### src/rtl/vid_pkg.sv
package vid_pkg;
  typedef enum logic [1:0] {
    ST_WAIT_POR = 2'd0,
    ST_IDLE     = 2'd1,
    ST_SOFT     = 2'd2,
    ST_RUN      = 2'd3
  } seq_state_t;
endpackage

### src/rtl/boot_capture.sv
module boot_capture #(
  parameter int DAC_W = 8,
  parameter logic [4*DAC_W-1:0] BOOT_TABLE = {8'd100, 8'd80, 8'd60, 8'd40}
) (
  input  logic             clk,
  input  logic             rst,
  input  logic             capture,
  input  logic [1:0]       pins,
  output logic [DAC_W-1:0] boot_val
);
  localparam int N_SEL = 4;

  logic [DAC_W-1:0] lut [N_SEL];

  for (genvar i = 0; i < N_SEL; i++) begin : g_lut
    assign lut[i] = BOOT_TABLE[i*DAC_W +: DAC_W];
  end

  always_ff @(posedge clk) begin
    if (rst)          boot_val <= lut[0];
    else if (capture) boot_val <= lut[pins];
  end


  boot_hold_chk: assert property (@(posedge clk) disable iff (rst)
    !capture |=> $stable(boot_val));
endmodule

### src/rtl/slew_ramp.sv
module slew_ramp #(
  parameter int DAC_W       = 8,
  parameter int STEP_CYCLES = 667
) (
  input  logic             clk,
  input  logic             rst,
  input  logic             clr,
  input  logic [DAC_W-1:0] target,
  output logic [DAC_W-1:0] code
);
  localparam int CW = (STEP_CYCLES > 1) ? $clog2(STEP_CYCLES) : 1;
  localparam logic [CW-1:0] CNT_LAST = CW'(STEP_CYCLES - 1);

  logic [CW-1:0] cnt;

  always_ff @(posedge clk) begin
    if (rst || clr) begin
      code <= '0;
      cnt  <= '0;
    end else if (code == target) begin
      cnt <= '0;
    end else if (cnt == CNT_LAST) begin
      cnt  <= '0;
      code <= (code < target) ? code + 1'b1 : code - 1'b1;
    end else begin
      cnt <= cnt + 1'b1;
    end
  end


  single_step_chk: assert property (@(posedge clk) disable iff (rst)
    !clr |=> ($stable(code) || code == $past(code) + 1'b1 || code == $past(code) - 1'b1));

  if (STEP_CYCLES > 1) begin : g_gap_chk

    step_gap_chk: assert property (@(posedge clk) disable iff (rst)
      (!clr && !$stable(code)) |=> ($stable(code) || clr));
  end
endmodule

### src/rtl/vid_startup_seq.sv
module vid_startup_seq
  import vid_pkg::*;
#(
  parameter int DAC_W       = 8,
  parameter int STEP_CYCLES = 667,
  parameter logic [4*DAC_W-1:0] BOOT_TABLE = {8'd100, 8'd80, 8'd60, 8'd40}
) (
  input  logic             clk,
  input  logic             rst,
  input  logic             por_vcc_ok,
  input  logic             por_vin_ok,
  input  logic             en,
  input  logic             pwr_ok,
  input  logic             svc,
  input  logic             svd,
  input  logic             cmd_valid,
  input  logic [DAC_W-1:0] cmd_code,
  output logic [DAC_W-1:0] dac_code,
  output logic             pgood,
  output logic             drv_en
);
  seq_state_t       state;
  logic [DAC_W-1:0] target;
  logic [DAC_W-1:0] boot_val;
  logic             en_q;
  logic             por_all;
  logic             en_rise;
  logic             capture;
  logic             ramp_clr;

  assign por_all  = por_vcc_ok & por_vin_ok;
  assign en_rise  = en & ~en_q;
  assign capture  = (state == ST_IDLE) & por_all & en_rise;
  assign ramp_clr = ~por_all | ~en | (state == ST_WAIT_POR) | (state == ST_IDLE);

  boot_capture #(.DAC_W(DAC_W), .BOOT_TABLE(BOOT_TABLE)) u_boot (
    .clk      (clk),
    .rst      (rst),
    .capture  (capture),
    .pins     ({svc, svd}),
    .boot_val (boot_val)
  );

  slew_ramp #(.DAC_W(DAC_W), .STEP_CYCLES(STEP_CYCLES)) u_ramp (
    .clk    (clk),
    .rst    (rst),
    .clr    (ramp_clr),
    .target (target),
    .code   (dac_code)
  );

  always_ff @(posedge clk) begin
    if (rst) begin
      state  <= ST_WAIT_POR;
      target <= '0;
      pgood  <= 1'b0;
      drv_en <= 1'b0;
      en_q   <= 1'b0;
    end else begin
      en_q <= en;
      if (!por_all) begin
        state  <= ST_WAIT_POR;
        target <= '0;
        pgood  <= 1'b0;
        drv_en <= 1'b0;
      end else begin
        case (state)
          ST_WAIT_POR: state <= ST_IDLE;
          ST_IDLE: begin
            target <= '0;
            if (en_rise) begin
              state  <= ST_SOFT;
              drv_en <= 1'b1;
            end
          end
          ST_SOFT: begin
            if (!en) begin
              state  <= ST_IDLE;
              drv_en <= 1'b0;
              pgood  <= 1'b0;
              target <= '0;
            end else begin
              target <= boot_val;
              if (target == boot_val && dac_code == boot_val) begin
                state <= ST_RUN;
                pgood <= 1'b1;
              end
            end
          end
          ST_RUN: begin
            if (!en) begin
              state  <= ST_IDLE;
              drv_en <= 1'b0;
              pgood  <= 1'b0;
              target <= '0;
            end else if (!pwr_ok) begin
              target <= boot_val;
            end else if (cmd_valid) begin
              target <= cmd_code;
            end
          end
          default: state <= ST_WAIT_POR;
        endcase
      end
    end
  end


  en_off_chk: assert property (@(posedge clk) disable iff (rst)
    !en |=> (!drv_en && !pgood && dac_code == '0));


  por_off_chk: assert property (@(posedge clk) disable iff (rst)
    !por_all |=> (!drv_en && !pgood && dac_code == '0));


  pgood_level_chk: assert property (@(posedge clk) disable iff (rst)
    $rose(pgood) |-> (dac_code == boot_val));


  fallback_target_chk: assert property (@(posedge clk) disable iff (rst)
    (state == ST_RUN && por_all && en && !pwr_ok) |=> (target == boot_val));


  drv_with_pgood_chk: assert property (@(posedge clk) disable iff (rst)
    pgood |-> drv_en);
endmodule

### config.mk
export PLATFORM = sky130hd
export DESIGN_NAME = vid_startup_seq
export DESIGN_NICKNAME = d
export VERILOG_FILES = /design/src/rtl/vid_pkg.sv /design/src/rtl/boot_capture.sv /design/src/rtl/slew_ramp.sv /design/src/rtl/vid_startup_seq.sv
export SDC_FILE = /design/constraint.sdc
export NUM_CORES = 1
export LEC_CHECK = 0
export ABC_CLOCK_PERIOD_IN_PS = 3100
export BUFFER_PORTS_ARGS = -buffer_cell sky130_fd_sc_hd__buf_4
export CORE_ASPECT_RATIO = 0.75
export CORE_UTILIZATION = 40
export DETAILED_ROUTE_END_ITERATION = 8
export PLACE_DENSITY_LB_ADDON = 0.25
export SYNTH_ARGS = -nofsm -noshare
export SYNTH_HDL_FRONTEND = slang
export SYNTH_HIERARCHICAL = 1
export SYNTH_SLANG_ARGS = --single-unit
### constraint.sdc
create_clock -name clk -period 3.1 [get_ports clk]
set_clock_uncertainty 0.2 [all_clocks]
set_input_delay 0 -clock clk [delete_from_list [all_inputs] [get_ports clk]]
set_output_delay 0 -clock clk [all_outputs]
set_load 0.01 [all_outputs]
==> impl_metrics.toml, run 1 <==
[status]
status = "finished, final reports clean"

[finish]
syn_to_final_growth_pct = 22.8
fin_nets = 352
fill_cells = 520
antenna_cells = 0
drive_above_1_share_pct = 20.9
finish.instance_area_um2 = 2890
fin_cells = 386

[routing]
first_pass_iters = 4
avgViaCountPerCell = 5.17
post-route-drc-count = 0
vias = 1995
drt_wl_total_um = 5350
wl_per_cell_um = 13.9
dr.first_iter.drc_count = 89
ant_nets = 0

[cts]
htreeDepth = 2
cts_sinks = 36
cts_tree = "done"
cts_root_buf = "clkbuf_8"
clk_latency_ns = 0.29
path_clk_slew_ns = 0.08
clk_path_buf_depth = 2
cts_buffers = 5

[run]
maxCapViolCount = 0

[power_and_ir_drop]
p_int_w = 0.000694
p_clk_share_pct = 41.5
p_leak_nw = 1.18
power_density_nw_per_um2 = 310
sw_frac_of_total_pct = 22.6
p_seq_share_pct = 51.9
p_switching_w = 0.000202
ir_worst_vdd_uv = 168
power.share.combinational_pct = 6.6

[timing]
tightest_slew_ns = 0.820
relSlewSlack_pct = 45.2
finalHoldViolations = 0
slew_viol_final = 0
max_freq_mhz = 333
fin_crit_sh_pct = 96.8
period_minus_slack_ns = 3.00
setup_violations = 0

[place]
gp_congestion = 0.832
io_buffers = 26
place_area_um2 = 2630
dp_hpwl_um = 3930
dp.cells = 368

[die]
die_x_um = 90.5
rows = 23
ios = 27
start_util_pct = 42.8
die_h_um = 68.4
dieArea_um2 = 6190
core_area_um2 = 5500

[logic_synthesis]
ys_async_sr_fraction_pct = 0
netlist.top_cell.by_area = "dfxtp_1"
ys_seq_area_share_pct = 30.7
syn-cell-area_um2 = 2350
yosysTopAreaCellShare_pct = 30.7
post_synth.cell_area_avg_um2 = 8.81
ys_ff_latch = 36
ys_warn_count = 6
yosys-top-cells-area = "dfxtp_1 (31%), ha_1 (12%), nor2_1 (5.4%), mux2i_1 (3.4%), xor2_1 (3.4%)"
syn-instance-count = 267
synth_edf_count = 0
synth.distinct_cells = 53
synth_flop_cell = "dfxtp_1"

[global_routing]
grt.total_usage_pct = 17.6
grt_max_degree = 13
grt_pass1_vias = 1711
grt_pass1_wl_um = 8340
grt_antenna_before_repair = 0
grt-ovfl-total = 0

[setup_path]
end_kind = "register"
r2r_end = "u_ramp/code[6]$_SDFFE_PP0P_"
crit_arrival_ns = 2.97
critPathKind = "register to register"
reg2reg_from = "target[1]$_SDFFE_PP0P_"
start_kind = "register"
crit_required_ns = 3.07
crit_path_max_fanout = 4
r2r_cells = 14
ff2ff_setup_slack_ns = 0.1

[worst_hold_path]
min_to = "target[4]$_SDFFE_PP0P_"
hold_path_class = "input port to register"
hold-path-cell-count = 5
hp-start = "cmd_code[4]"
## kinds of logic after synthesis
group / Yosys count / share of synthesized area, %
AND/OR/NAND/NOR: 99 / 22.8
AO/OA/AOI/OAI: 52 / 15.8
flip-flops: 36 / 30.7
buffers and inverters: 29 / 6.76
adder cells (fa/ha/maj): 24 / 13.1
XOR/XNOR: 14 / 5.22
multiplexers: 12 / 5.48
other: 1 / 0.160
## synthesized netlist by cell type, types with 3 or more instances
cell and number:
ha_1 23, buf_4 3, nand3b_1 3, or3_1 3, a22o_1 7, a21oi_1 12
and3_1 11, o22ai_1 5, a22oi_1 8, dfxtp_1 36, xor2_1 9, nor2_1 34
xnor2_1 5, nand2_1 10, nand4_1 4, buf_6 5, nand3_1 11, nor3_1 8
clkbuf_1 4, a21o_1 4, mux2i_1 8, inv_1 16, o21ai_0 3, mux2_2 3
## critical path, cell delays in order, from the launching register on
cell and delay (ns):
dfxtp_2 0.35, inv_1 0.05, ha_1 0.29, nor2b_1 0.14
o211ai_1 0.15, a21oi_1 0.09, a211o_1 0.30, buf_4 0.17
ha_4 0.22, a21o_1 0.19, a21oi_2 0.17, o21bai_1 0.09
a21oi_1 0.19, xor2_1 0.17, o22ai_1 0.10
## sequential cells by signal, summed over array words and instances (netlist names)
signal           flops
target               8
u_ramp/code          8
en_q                 1
pgood                1
u_boot/boot_val      5
u_ramp/cnt          10
drv_en               1
state                2
## layout make-up
type | count | area [um2] | area share [%]
tap | 75 | 93.8 | 3.25
timing repair buffer | 48 | 385 | 13.3
multi-input combinational | 204 | 1530 | 53.0
inverter | 16 | 60.1 | 2.08
sequential | 36 | 722 | 25.0
clock buffer | 7 | 96.3 | 3.34
## worst max-delay path by stage
stage / depth (start not counted) / slack [ns] / start / endpoint
finish: 14 / 0.1 / target[1]$_SDFFE_PP0P_ / u_ramp/code[6]$_SDFFE_PP0P_
global route: 14 / -0.03 / target[1]$_SDFFE_PP0P_ / u_ramp/code[6]$_SDFFE_PP0P_
CTS: 13 / 0.02 / target[1]$_SDFFE_PP0P_ / u_ramp/code[6]$_SDFFE_PP0P_
detailed placement: 13 / 0.02 / target[1]$_SDFFE_PP0P_ / u_ramp/code[6]$_SDFFE_PP0P_
global placement: 13 / 0.12 / target[1]$_SDFFE_PP0P_ / u_ramp/code[6]$_SDFFE_PP0P_
floorplan: 12 / 0.06 / u_ramp/code[1]$_SDFFE_PP0P_ / u_ramp/code[6]$_SDFFE_PP0P_
## layout by cell type, fill, tap and decap left out, types with 4 or more instances in the layout
| cell | count |
|---|---|
| inv_1 | 16 |
| xor2_1 | 9 |
| ha_1 | 20 |
| nand4_1 | 4 |
| nor2_1 | 34 |
| clkbuf_8 | 7 |
| nand2_1 | 10 |
| mux2i_1 | 8 |
| nor3_1 | 8 |
| buf_4 | 38 |
| xnor2_1 | 5 |
| a22oi_1 | 8 |
| and3_1 | 11 |
| nand3_1 | 11 |
| dlygate4sd3_1 | 10 |
| o22ai_1 | 5 |
| dfxtp_1 | 35 |
| a21o_1 | 4 |
| a21oi_1 | 9 |
| a22o_1 | 7 |
## power groups by stage
stage / clock network [W] / registers [W] / logic [W]
detailed placement: 0 / 0.000476 / 0.0000487
floorplan: 0 / 0.000476 / 0.0000293
global placement: 0 / 0.000476 / 0.0000488
CTS: 0.000382 / 0.000465 / 0.0000588
finish: 0.000372 / 0.000465 / 0.0000589
global route: 0.000406 / 0.000465 / 0.0000646
## repair_timing
item | in CTS | in global routing
buffers inserted | 0 | 1
resized for setup | 0 | 9
hold endpoints to repair | 15 | 0
setup endpoints to repair | 0 | 2
hold buffers | 10 | 0
## layer usage
layer / track usage, % / vias up / wire [um]
met5: 0 / - / 0
met2: 26.3 / 32 / 2300
met3: 3.78 / 6 / 161
met4: 6.25 / 0 / 62
li1: - / 1029 / -
met1: 24.8 / 928 / 2820
## through the flow
stage / util (%) / total power [W] / setup slack, ns / hold WS [ns] / TNS [ns]
2_1_floorplan: - / 0.000505 / 0.0619 / -0.133 / 0
3_3_place_gp: 47.9 / 0.000525 / 0.117 / 0.0431 / 0
3_5_place_dp: 47.9 / 0.000525 / 0.0209 / 0.0460 / 0
4_1_cts: 51.4 / 0.000906 / 0.0157 / 0.00332 / 0
5_1_grt: 52.5 / 0.000936 / -0.0279 / 0.0284 / -0.0292
6_report: 52.5 / 0.000897 / 0.0996 / 0.00850 / 0
(Power assumes the default switching activity.)
==> inputs of run 2 (changes only) <==
--- a/config.mk
+++ b/config.mk
@@ -5,7 +5,7 @@
 export SDC_FILE = /design/constraint.sdc
 export NUM_CORES = 1
 export LEC_CHECK = 0
-export ABC_CLOCK_PERIOD_IN_PS = 3100
+export ABC_CLOCK_PERIOD_IN_PS = 3180
 export BUFFER_PORTS_ARGS = -buffer_cell sky130_fd_sc_hd__buf_4
 export CORE_ASPECT_RATIO = 0.75
 export CORE_UTILIZATION = 40
==> constraint.sdc (replaced) <==
create_clock -name clk -period 3.18 [get_ports clk]
set_clock_uncertainty 0.2 [all_clocks]
set_input_delay 0 -clock clk [delete_from_list [all_inputs] [get_ports clk]]
set_output_delay 0 -clock clk [all_outputs]
set_load 0.01 [all_outputs]
==> run 2 against run 1 <==
  * Cell area decreased by 1.7%
  * Worst hold slack improved by 0.0012 ns
  * Global-route usage increased by 0.95 points
  * Setup slack improved by 0.11 ns
  * Register-to-register slack improved by 0.11 ns
  * Sequential power decreased by 2%
  * Sequential share of layout area increased by 0.44 points
  * Critical path depth decreased by 1
  * Via count increased by 0.10%
  * Die area unchanged
  * Fmax increased by 1.2%
  * Largest power group unchanged
  * Highest routed layer unchanged
==> impl_metrics.toml, run 2 (synthesized netlist as in run 1, its figures left out) <==
[setup_path]
crit_path_max_fanout = 4
start_kind = "register"
end_kind = "register"
ff2ff_setup_slack_ns = 0.21
crit_arrival_ns = 2.95
crit_required_ns = 3.17
critPathKind = "register to register"

[timing]
holdWs_ns = 0.00974
period_minus_slack_ns = 2.97
slew_viol_final = 0
fin_crit_sh_pct = 93.3
finalHoldViolations = 0
rsz0062_at_grt = "no"
setup_violations = 0
tightest_slew_ns = 0.836
tns_ns = 0
max_freq_mhz = 337
relSlewSlack_pct = 44.1

[worst_hold_path]
hold_path_class = "input port to register"

[routing]
post-route-drc-count = 0
dr.first_iter.drc_count = 109
vias = 1997
drt_wl_total_um = 5280
first_pass_iters = 4
avgViaCountPerCell = 5.16
ant_nets = 0
wl_per_cell_um = 13.6

[finish]
multi_input_area_um2 = 1490
fin_util_pct = 51.6
largest_reg_flops = 10
reg_top3 = "u_ramp/cnt (10), target (8), u_ramp/code (8)"
largest-register = "u_ramp/cnt"
antenna_cells = 0
fill_cells = 529
fin_nets = 353
most-common-layout-cells = "buf_4 (38), dfxtp_1 (35), nor2_1 (34)"
regArea_um2 = 722
final_common_cell = "buf_4"
syn_to_final_growth_pct = 20.7
drive_above_1_share_pct = 19.2
fin_cells = 387

[run]
maxCapViolCount = 0

[die]
start_util_pct = 42.8
core_area_um2 = 5500
ios = 27
die_x_um = 90.5
die_h_um = 68.4
rows = 23
dieArea_um2 = 6190

[cts]
clk_path_buf_depth = 2
clk_latency_ns = 0.30
path_clk_slew_ns = 0.07
cts_sinks = 36
cts_root_buf = "clkbuf_8"
htreeDepth = 2
cts_tree = "done"
cts_buffers = 5

[power_and_ir_drop]
power_density_nw_per_um2 = 295
power_w = 0.000836
ir_worst_vdd_uv = 157
p_leak_nw = 1.17

[global_routing]
grt.total_usage_pct = 18.5
grt-ovfl-total = 0
grt_max_degree = 13
grt_antenna_before_repair = 0
grt_pass1_vias = 1906
grt_pass1_wl_um = 8890

[place]
dp.cells = 368
dp_hpwl_um = 4010
gp_congestion = 0.854
io_buffers = 26

[status]
status = "finished, final reports clean"
==> run 2: metrics by stage <==
stage / setup WS (ns) / cell area [um2]
floorplan: 0.142 / 2360
global placement: 0.194 / 2630
detailed placement: 0.115 / 2630
CTS: 0.0930 / 2820
global route: 0.00195 / 2840
finish: 0.214 / 2840
==> run 2: final timing paths <==
kind / endpoint / start / cells past startpoint
max: u_ramp/code[6]$_SDFFE_PP0P_ / target[1]$_SDFFE_PP0P_ / 13
min: target[4]$_SDFFE_PP0P_ / cmd_code[4] / 5
max reg2reg: u_ramp/code[6]$_SDFFE_PP0P_ / target[1]$_SDFFE_PP0P_ / 13
min reg2reg: pgood$_SDFFE_PP0P_ / pgood$_SDFFE_PP0P_ / 2
==> run 2: timing repair <==
item,in CTS,in global routing
buffers inserted,0,1
resized for setup,0,3
hold buffers,11,0
endpoints found under the hold margin,16,0
setup endpoints to repair,0,2
==> run 2: critical path: stages, from the launching register on <==
cell      delay [ns]
dfxtp_2         0.35
inv_1           0.05
ha_1            0.29
nor2b_1         0.14
o211ai_1        0.15
a21oi_1         0.08
a211o_1         0.29
fa_1            0.41
a21o_1          0.18
a21oi_1         0.20
o21bai_1        0.09
a21oi_1         0.18
xor2_1          0.16
o22ai_1         0.10
==> run 2: per-layer routing <==
metal | GRT usage (%) | vias to the layer above | routed length [um] | share of wire [%]
li1 | - | 1026 | - | -
met5 | 0 | - | 0 | 0
met2 | 30.3 | 35 | 2290 | 43
met4 | 6.25 | 0 | 64 | 1.2
met1 | 24.6 | 929 | 2710 | 51
met3 | 3.78 | 7 | 218 | 4.1
==> run 2: power by group <==
group          leakage (nW)  switching [W]  internal (W)
logic                 0.836      0.0000264     0.0000322
clock network        0.0400       0.000176      0.000148
registers             0.291     0.00000144      0.000452
total                  1.17       0.000203      0.000633
==> run 2: cell type report <==
type / instances / area share (%)
Clock inverter: 2 / 0.441
Timing Repair Buffer: 49 / 13.9
Tap cell: 75 / 3.31
Multi-Input combinational cell: 204 / 52.3
Clock buffer: 5 / 2.43
Sequential cell: 36 / 25.4
Inverter: 16 / 2.12
